### config.mk
export PLATFORM = sky130hd
export DESIGN_NAME = banked_gpio_ctrl
export DESIGN_NICKNAME = d
export VERILOG_FILES = /design/src/rtl/bgpio_pkg.sv /design/src/rtl/bgpio_sense.sv /design/src/rtl/bgpio_intr.sv /design/src/rtl/bgpio_cfg.sv /design/src/rtl/banked_gpio_ctrl.sv
export SDC_FILE = /design/constraint.sdc
export NUM_CORES = 1
export LEC_CHECK = 0
export ABC_CLOCK_PERIOD_IN_PS = 1800
export BUFFER_PORTS_ARGS = -buffer_cell sky130_fd_sc_hd__buf_2
export CAP_MARGIN = 20
export CORE_ASPECT_RATIO = 0.5
export CORE_MARGIN = 1.5
export CORE_UTILIZATION = 50
export DETAILED_ROUTE_END_ITERATION = 16
export GPL_TIMING_DRIVEN = 0
export PLACE_DENSITY = 0.7
export SLEW_MARGIN = 10
export SYNTH_ARGS = -nofsm -noshare
export SYNTH_HDL_FRONTEND = slang
export SYNTH_HIERARCHICAL = 1
export SYNTH_SLANG_ARGS = --single-unit
### constraint.sdc
create_clock -name clk -period 1.8 [get_ports clk]
set_clock_uncertainty 0.2 [all_clocks]
set_input_delay 0.09 -clock clk [delete_from_list [all_inputs] [get_ports clk]]
set_output_delay 0.09 -clock clk [all_outputs]
set_load 0.02 [all_outputs]
### src/rtl/bgpio_pkg.sv
package bgpio_pkg;
  localparam int BUS_AW    = 8;
  localparam int WORD_W    = 32;
  localparam int BANK_BITS = 3;
  localparam int MAX_PINS  = WORD_W << BANK_BITS;

  typedef enum logic [2:0] {
    K_ENABLE = 3'd0,
    K_DIR    = 3'd1,
    K_OUT    = 3'd2,
    K_LEVEL  = 3'd3,
    K_MASK   = 3'd4,
    K_EDGE   = 3'd5,
    K_STATUS = 3'd6,
    K_NONE   = 3'd7
  } reg_kind_e;

  typedef struct packed {
    logic                 wr;
    reg_kind_e            kind;
    logic [BANK_BITS-1:0] bank;
    logic [WORD_W-1:0]    data;
  } bus_cmd_t;

  function automatic reg_kind_e addr_kind(input logic [BUS_AW-1:0] a);
    return reg_kind_e'(a[7:5]);
  endfunction

  function automatic logic [BANK_BITS-1:0] addr_bank(input logic [BUS_AW-1:0] a);
    return a[4:2];
  endfunction

  // true when command c writes register kind k in the bank holding pin p
  function automatic logic cmd_hits(input bus_cmd_t c, input reg_kind_e k, input int p);
    return c.wr && (c.kind == k) && (int'(c.bank) == p / WORD_W);
  endfunction
endpackage

### src/rtl/bgpio_sense.sv
module bgpio_sense
  import bgpio_pkg::*;
#(
  parameter int NUM_PINS     = 40,
  parameter bit HAS_EDGE_SEL = 1'b1
) (
  input  logic                clk,
  input  logic                rst,
  input  logic [NUM_PINS-1:0] pin_in,
  input  logic [NUM_PINS-1:0] en,
  input  logic [NUM_PINS-1:0] edge_sel,
  output logic [NUM_PINS-1:0] level,
  output logic [NUM_PINS-1:0] event_o
);
  logic [NUM_PINS-1:0] meta_q, cur_q, prev_q;

  always_ff @(posedge clk) begin
    if (rst) begin
      meta_q <= '0;
      cur_q  <= '0;
      prev_q <= '0;
    end else begin
      meta_q <= pin_in;
      cur_q  <= meta_q;
      prev_q <= cur_q;
    end
  end

  assign level = cur_q;

  generate
    if (HAS_EDGE_SEL) begin : g_edge
      logic [NUM_PINS-1:0] rise, fall;
      assign rise    = cur_q & ~prev_q;
      assign fall    = ~cur_q & prev_q;
      assign event_o = en & ((edge_sel & rise) | (~edge_sel & fall));
    end else begin : g_level
      logic unused_lvl;
      assign unused_lvl = ^{edge_sel, prev_q};
      assign event_o    = en & cur_q;
      // in level mode an event needs the synchroniser output high one clock after the pin was seen
      p_level_src_r6: assert property (@(posedge clk) disable iff (rst)
        ((event_o & ~$past(meta_q)) == '0));
    end
  endgenerate
endmodule

### src/rtl/bgpio_intr.sv
module bgpio_intr
  import bgpio_pkg::*;
#(
  parameter int NUM_PINS = 40
) (
  input  logic                clk,
  input  logic                rst,
  input  bus_cmd_t            cmd,
  input  logic [NUM_PINS-1:0] ev,
  input  logic [NUM_PINS-1:0] mask,
  output logic [NUM_PINS-1:0] st_q,
  output logic                irq_q
);
  logic [NUM_PINS-1:0] keep, st_d;
  logic                clr_wr;

  assign clr_wr = cmd.wr && (cmd.kind == K_STATUS);

  always_comb begin
    for (int p = 0; p < NUM_PINS; p++) begin
      keep[p] = !cmd_hits(cmd, K_STATUS, p) || cmd.data[p % WORD_W];
      st_d[p] = (st_q[p] & keep[p]) | ev[p];
    end
  end

  always_ff @(posedge clk) begin
    if (rst) begin
      st_q  <= '0;
      irq_q <= 1'b0;
    end else begin
      st_q  <= st_d;
      irq_q <= |(st_q & ~mask);
    end
  end

  // a status bit only rises after the detector reported an event for it
  p_set_needs_event_r5: assert property (@(posedge clk) disable iff (rst)
    ((st_q & ~$past(st_q) & ~$past(ev)) == '0));
  // without a status write no bit can fall
  p_sticky_r8: assert property (@(posedge clk) disable iff (rst)
    !clr_wr |=> (($past(st_q) & ~st_q) == '0));
  // the interrupt follows an unmasked status bit of the cycle before
  p_irq_source_r9: assert property (@(posedge clk) disable iff (rst)
    irq_q |-> $past(|(st_q & ~mask)));
endmodule

### src/rtl/bgpio_cfg.sv
module bgpio_cfg
  import bgpio_pkg::*;
#(
  parameter int NUM_PINS     = 40,
  parameter bit HAS_ENABLE   = 1'b1,
  parameter bit HAS_EDGE_SEL = 1'b1
) (
  input  logic                 clk,
  input  logic                 rst,
  input  bus_cmd_t             cmd,
  input  reg_kind_e            rd_kind,
  input  logic [BANK_BITS-1:0] rd_bank,
  input  logic [NUM_PINS-1:0]  level,
  input  logic [NUM_PINS-1:0]  status,
  output logic [NUM_PINS-1:0]  en_q,
  output logic [NUM_PINS-1:0]  dir_q,
  output logic [NUM_PINS-1:0]  out_q,
  output logic [NUM_PINS-1:0]  mask_q,
  output logic [NUM_PINS-1:0]  edge_q,
  output logic [NUM_PINS-1:0]  oe,
  output logic [WORD_W-1:0]    rdata_q
);
  localparam int NBANK = (NUM_PINS + WORD_W - 1) / WORD_W;
  localparam int PADW  = NBANK * WORD_W;
  localparam int LASTV = NUM_PINS - (NBANK - 1) * WORD_W;

  logic [NUM_PINS-1:0] en_vis, edge_vis;
  logic [PADW-1:0]     src;
  logic [WORD_W-1:0]   word;

  always_ff @(posedge clk) begin
    if (rst) begin
      dir_q  <= '0;
      out_q  <= '0;
      mask_q <= '1;
    end else begin
      for (int p = 0; p < NUM_PINS; p++) begin
        if (cmd_hits(cmd, K_DIR, p))  dir_q[p]  <= cmd.data[p % WORD_W];
        if (cmd_hits(cmd, K_OUT, p))  out_q[p]  <= cmd.data[p % WORD_W];
        if (cmd_hits(cmd, K_MASK, p)) mask_q[p] <= cmd.data[p % WORD_W];
      end
    end
  end

  generate
    if (HAS_ENABLE) begin : g_en
      always_ff @(posedge clk) begin
        if (rst) en_q <= '0;
        else
          for (int p = 0; p < NUM_PINS; p++)
            if (cmd_hits(cmd, K_ENABLE, p)) en_q[p] <= cmd.data[p % WORD_W];
      end
      assign en_vis = en_q;
    end else begin : g_no_en
      assign en_q   = '1;
      assign en_vis = '0;
    end

    if (HAS_EDGE_SEL) begin : g_pol
      always_ff @(posedge clk) begin
        if (rst) edge_q <= '0;
        else
          for (int p = 0; p < NUM_PINS; p++)
            if (cmd_hits(cmd, K_EDGE, p)) edge_q[p] <= cmd.data[p % WORD_W];
      end
      assign edge_vis = edge_q;
    end else begin : g_no_pol
      assign edge_q   = '0;
      assign edge_vis = '0;
    end
  endgenerate

  assign oe = en_q & ~dir_q;

  always_comb begin
    src = '0;
    unique case (rd_kind)
      K_ENABLE: src[NUM_PINS-1:0] = en_vis;
      K_DIR:    src[NUM_PINS-1:0] = dir_q;
      K_OUT:    src[NUM_PINS-1:0] = out_q;
      K_LEVEL:  src[NUM_PINS-1:0] = level;
      K_MASK:   src[NUM_PINS-1:0] = mask_q;
      K_EDGE:   src[NUM_PINS-1:0] = edge_vis;
      K_STATUS: src[NUM_PINS-1:0] = status;
      default:  src = '0;
    endcase
    word = '0;
    for (int b = 0; b < NBANK; b++)
      if (int'(rd_bank) == b) word = src[b*WORD_W +: WORD_W];
  end

  always_ff @(posedge clk) begin
    if (rst) rdata_q <= '0;
    else     rdata_q <= word;
  end

  // the drive enables move only in the cycle after a register write
  p_oe_after_write_r3: assert property (@(posedge clk) disable iff (rst)
    !$stable(oe) |-> $past(cmd.wr));

  generate
    if (LASTV < WORD_W) begin : g_pad_chk
      // padding bits of the last bank always read back as zero
      p_pad_zero_r11: assert property (@(posedge clk) disable iff (rst)
        (int'(rd_bank) == NBANK - 1) |=> (rdata_q[WORD_W-1:LASTV] == '0));
    end
  endgenerate
endmodule

### src/rtl/banked_gpio_ctrl.sv
module banked_gpio_ctrl
  import bgpio_pkg::*;
#(
  parameter int NUM_PINS     = 40,
  parameter bit HAS_ENABLE   = 1'b1,
  parameter bit HAS_EDGE_SEL = 1'b1
) (
  input  logic                clk,
  input  logic                rst,
  input  logic                bus_wr,
  input  logic [BUS_AW-1:0]   bus_addr,
  input  logic [WORD_W-1:0]   bus_wdata,
  output logic [WORD_W-1:0]   bus_rdata,
  input  logic [NUM_PINS-1:0] pin_in,
  output logic [NUM_PINS-1:0] pin_out,
  output logic [NUM_PINS-1:0] pin_oe,
  output logic                irq
);
  bus_cmd_t            cmd;
  logic [NUM_PINS-1:0] en_q, dir_q, mask_q, edge_q, level, ev, st_q;
  logic [1:0]          unused_lsb;

  assign unused_lsb = bus_addr[1:0];
  assign cmd.wr     = bus_wr;
  assign cmd.kind   = addr_kind(bus_addr);
  assign cmd.bank   = addr_bank(bus_addr);
  assign cmd.data   = bus_wdata;

  bgpio_cfg #(
    .NUM_PINS(NUM_PINS), .HAS_ENABLE(HAS_ENABLE), .HAS_EDGE_SEL(HAS_EDGE_SEL)
  ) u_cfg (
    .clk(clk), .rst(rst), .cmd(cmd),
    .rd_kind(cmd.kind), .rd_bank(cmd.bank),
    .level(level), .status(st_q),
    .en_q(en_q), .dir_q(dir_q), .out_q(pin_out), .mask_q(mask_q),
    .edge_q(edge_q), .oe(pin_oe), .rdata_q(bus_rdata)
  );

  bgpio_sense #(
    .NUM_PINS(NUM_PINS), .HAS_EDGE_SEL(HAS_EDGE_SEL)
  ) u_sense (
    .clk(clk), .rst(rst), .pin_in(pin_in), .en(en_q), .edge_sel(edge_q),
    .level(level), .event_o(ev)
  );

  bgpio_intr #(
    .NUM_PINS(NUM_PINS)
  ) u_intr (
    .clk(clk), .rst(rst), .cmd(cmd), .ev(ev), .mask(mask_q),
    .st_q(st_q), .irq_q(irq)
  );

  initial begin
    p_pin_count_r1: assert (NUM_PINS >= 1 && NUM_PINS <= MAX_PINS)
      else $error("NUM_PINS out of range");
  end

  logic unused_dir;
  assign unused_dir = ^dir_q;
endmodule

==> results.yml <==
status:
  status: "complete, but fails checks"
  violations: "negative setup slack"
worst_hold_path:
  min_delay_path_depth: 4
  hold-path-endpoint: "u_intr/st_q[26]$_SDFF_PP0_"
  min_path_type: "in2reg"
  timing.hold.worst.start: "bus_addr[2]"
flow_run:
  max_cap_violations: 0
finish:
  fillers: 2918
  layout.cells.most_common_list: "dfxtp_1 (393), nand2_1 (366), buf_2 (223)"
  multi_input_area_um2: 7850
  finalInstanceArea_um2: 20200
  postLayoutCoreUtil: 0.614
  design.final.nets: 2244
  layout-area-overhead-vs-synth_pct: 21.3
  final_common_cell: "dfxtp_1"
  layout.area.seq_um2: 7870
  antenna_cells_inserted: 0
  finalNonFillerCells: 2625
  final_layout_size_suffix_gt1_frac: 0.186
yosys:
  ys_seq_area_frac: 0.472
  synth_area_per_cell_um2: 9.04
  synthesis.nets: 1929
  post-synth-top-area-fraction: 0.472
  synth_enable_flop_cells: 0
  synthDominantAreaCellType: "dfxtp_1"
  synth.ff_latch_count: 393
  synth.top_cells.by_area: "dfxtp_1 (47%), nand2_1 (8.2%), nor2b_1 (6.5%)"
  yosys_warnings: 6
  synth.cell_area_um2: 16700
  synth_flop_cell: "dfxtp_1"
  syn_inst: 1846
  share_of_synthesized_flip_flops_with_an_asynchronous_set_or_reset: 0
  synth.lib_cells_used.distinct: 54
setup_path:
  worst_ep_required_time_ps: 1980
  setup.worst_path.end_class: "flip-flop"
  crit_path_start_kind: "input port"
  setup.worst_path.class: "in2reg"
  reg_to_reg_setup_timing_slack_ps: -30
  timing.critical_path.slowest_stage_cell: "mux2i_2"
  crit_cells: 7
  cp.buffers_inverters: 5
  timing.critical_path.slowest_cell_delay_ps: 430
  worstPathCellList: "buf_2 -> clkbuf_4 -> buf_4 -> buf_4 -> buf_4 -> mux2i_2 -> a211oi_1"
  path_delay_family: "buffers and inverters"
  rr_endpoint: "u_intr/irq_q$_SDFF_PP0_"
  worst_r2r_startpoint: "u_cfg/mask_q[18]$_SDFFE_PP1P_"
  path_max_fanout: 10
  r2r.worst_path.cells: 4
  critPathMostFrequentCell: "buf_4"
  arrival_time_reported_for_the_critical_path_endpoint_ps: 2070
route:
  dr.pass1.iters: 7
  routed_wl_um: 63300
  initialDrtViolationCount: 2521
  ratio_of_routed_vias_to_standard_cells: 5.93
  drc: 0
  via_count: 15600
  final_antenna_net_count: 0
  routed_wire_length_per_instance_um: 24.1
die:
  start_util: 0.507
  floorplan.die_area_um2: 34500
  core_um2: 32900
  chipHeight_um: 132
  die_width_um: 261
  rows: 47
  ioPinCount: 196
global_routing:
  first_global_vias: 14100
  grt.overflow.total: 0
  number_of_antenna_violations_at_the_first_check_in_global_routing: 3
  grt_start_max_net_pins: 17
  grt.total_usage: 0.360
  grt_first_pass_wirelength_um: 91500
cts:
  post-cts-setup-buffer-count: 0
  cts_sinks: 393
  insertion_delay_ps: 540
  htreeDepth: 2
  root_buffer: "clkbuf_16"
  clkSlewWorstSetupHoldPaths_ps: 70
  numCtsBuffers: 35
  cts_tree: "yes"
  clk_path_buf_depth: 3
placed_design:
  placement.cell_area_um2: 18200
  gpl.final_weighted_congestion: 1.02
  dp_cells: 2480
  place.port_buffers: 193
  detailed_place_hpwl_um: 44500
sta:
  achievable-frequency_mhz: 529
  rsz0062_at_grt: "yes"
  slew-limit-headroom: 0.418
  timing.final.crit_share: 1.05
  maxSlewViolCount: 0
  fin_hold_ws_ps: 28.5
  timing.final.setup_violations: 19
  hold_viol_final: 0
  timing.final.crit_period_ps: 1890
  final.setup.worst_slack_ps: -89.3
  worst_pin_slew_ps: 872
pwr:
  vdd_ir_drop_max_uv: 533
  power_density_nw_per_um2: 882
  leakage_nw: 8.14
## kinds of logic (layout without fill, tap and decap cells)
logic type / count (synthesis) / in the layout / synth area share
AOI/OAI and AO/OA: 357 / 357 / 0.133
buffers and inverters: 203 / 541 / 0.0598
DFF: 393 / 393 / 0.472
muxes: 115 / 115 / 0.0839
and+or+nand+nor: 778 / 778 / 0.252
## worst max path at each step
stage                                   end  slack (ps)        start
2_1_floorplan  u_cfg/rdata_q[16]$_SDFF_PP0_         220  bus_addr[5]
3_3_place_gp    u_cfg/rdata_q[2]$_SDFF_PP0_        -880  bus_addr[7]
3_5_place_dp    u_cfg/rdata_q[2]$_SDFF_PP0_        -870  bus_addr[7]
4_1_cts         u_cfg/rdata_q[3]$_SDFF_PP0_           6  bus_addr[7]
5_1_grt         u_cfg/rdata_q[5]$_SDFF_PP0_          -4  bus_addr[7]
6_report        u_cfg/rdata_q[5]$_SDFF_PP0_         -90  bus_addr[7]
## per-stage QoR
step           setup TNS, ps  setup WS (ps)  power (mW)
6_report                -483          -89.3        17.8
5_1_grt                -5.07          -4.24        18.3
4_1_cts                    0           6.33        17.8
3_5_place_dp          -69380           -869        10.3
3_3_place_gp          -66480           -880        10.3
2_1_floorplan              0            217        9.73
## worst reg2reg max path, delay by kind of cell, from the launching register on
kind | cells | cell delay, ps
compound gates | 2 | 470
flops | 1 | 350
simple gates | 2 | 640
## cell usage after synthesis (all sizes together) (6+ instances only)
cell type,instances
nand4b,41
a211oi,13
nand3b,34
a221oi,14
mux4,17
nor2b,174
mux2i,70
nor2,59
nand4bb,41
a22o,9
o2bb2ai,12
nand2b,16
nand2,366
a21oi,193
inv,69
o21ai,53
a22oi,20
a211o,8
o22a,6
o22ai,12
clkbuf,58
buf,75
mux2,28
dfxtp,393
nand3,18
## power by group
group	switching (mW)	leakage, nW	internal, mW
sequential	0.0947	3.19	8.83
clock	3.47	0.545	4.02
combinational	0.883	4.41	0.541
total	4.45	8.14	13.4
## area by class of cell
cell class,instances,area share
Buffer,133,0.0387
Clock buffer,48,0.0508
Clock inverter,12,0.00359
Inverter,70,0.0130
Multi-Input combinational cell,1250,0.388
Sequential cell,393,0.389
Tap cell,441,0.0273
Timing Repair Buffer,278,0.0898
## registers in the layout (all words and copies together), names as in the netlist
register / flops
u_cfg/dir_q: 40
u_intr/irq_q: 1
u_intr/st_q: 40
u_sense/prev_q: 40
u_cfg/en_q: 40
u_cfg/mask_q: 40
u_cfg/rdata_q: 32
u_cfg/edge_q: 40
u_sense/meta_q: 40
u_sense/level: 40
u_cfg/out_q: 40
## metal layers
metal | GRT usage | share of wire
met4 | 0.0913 | 0.024
met1 | 0.545 | 0.43
met3 | 0.0994 | 0.14
met2 | 0.500 | 0.40
met5 | 0 | 0
## what timing repair did
action	4_1_cts	5_1_grt
pin swaps	0	0
hold buffers	85	0
endpoints found under the hold margin	213	0
resized for setup	17	14
setup endpoints to repair	32	23
No activity file was read; power rests on OpenSTA's default activity.
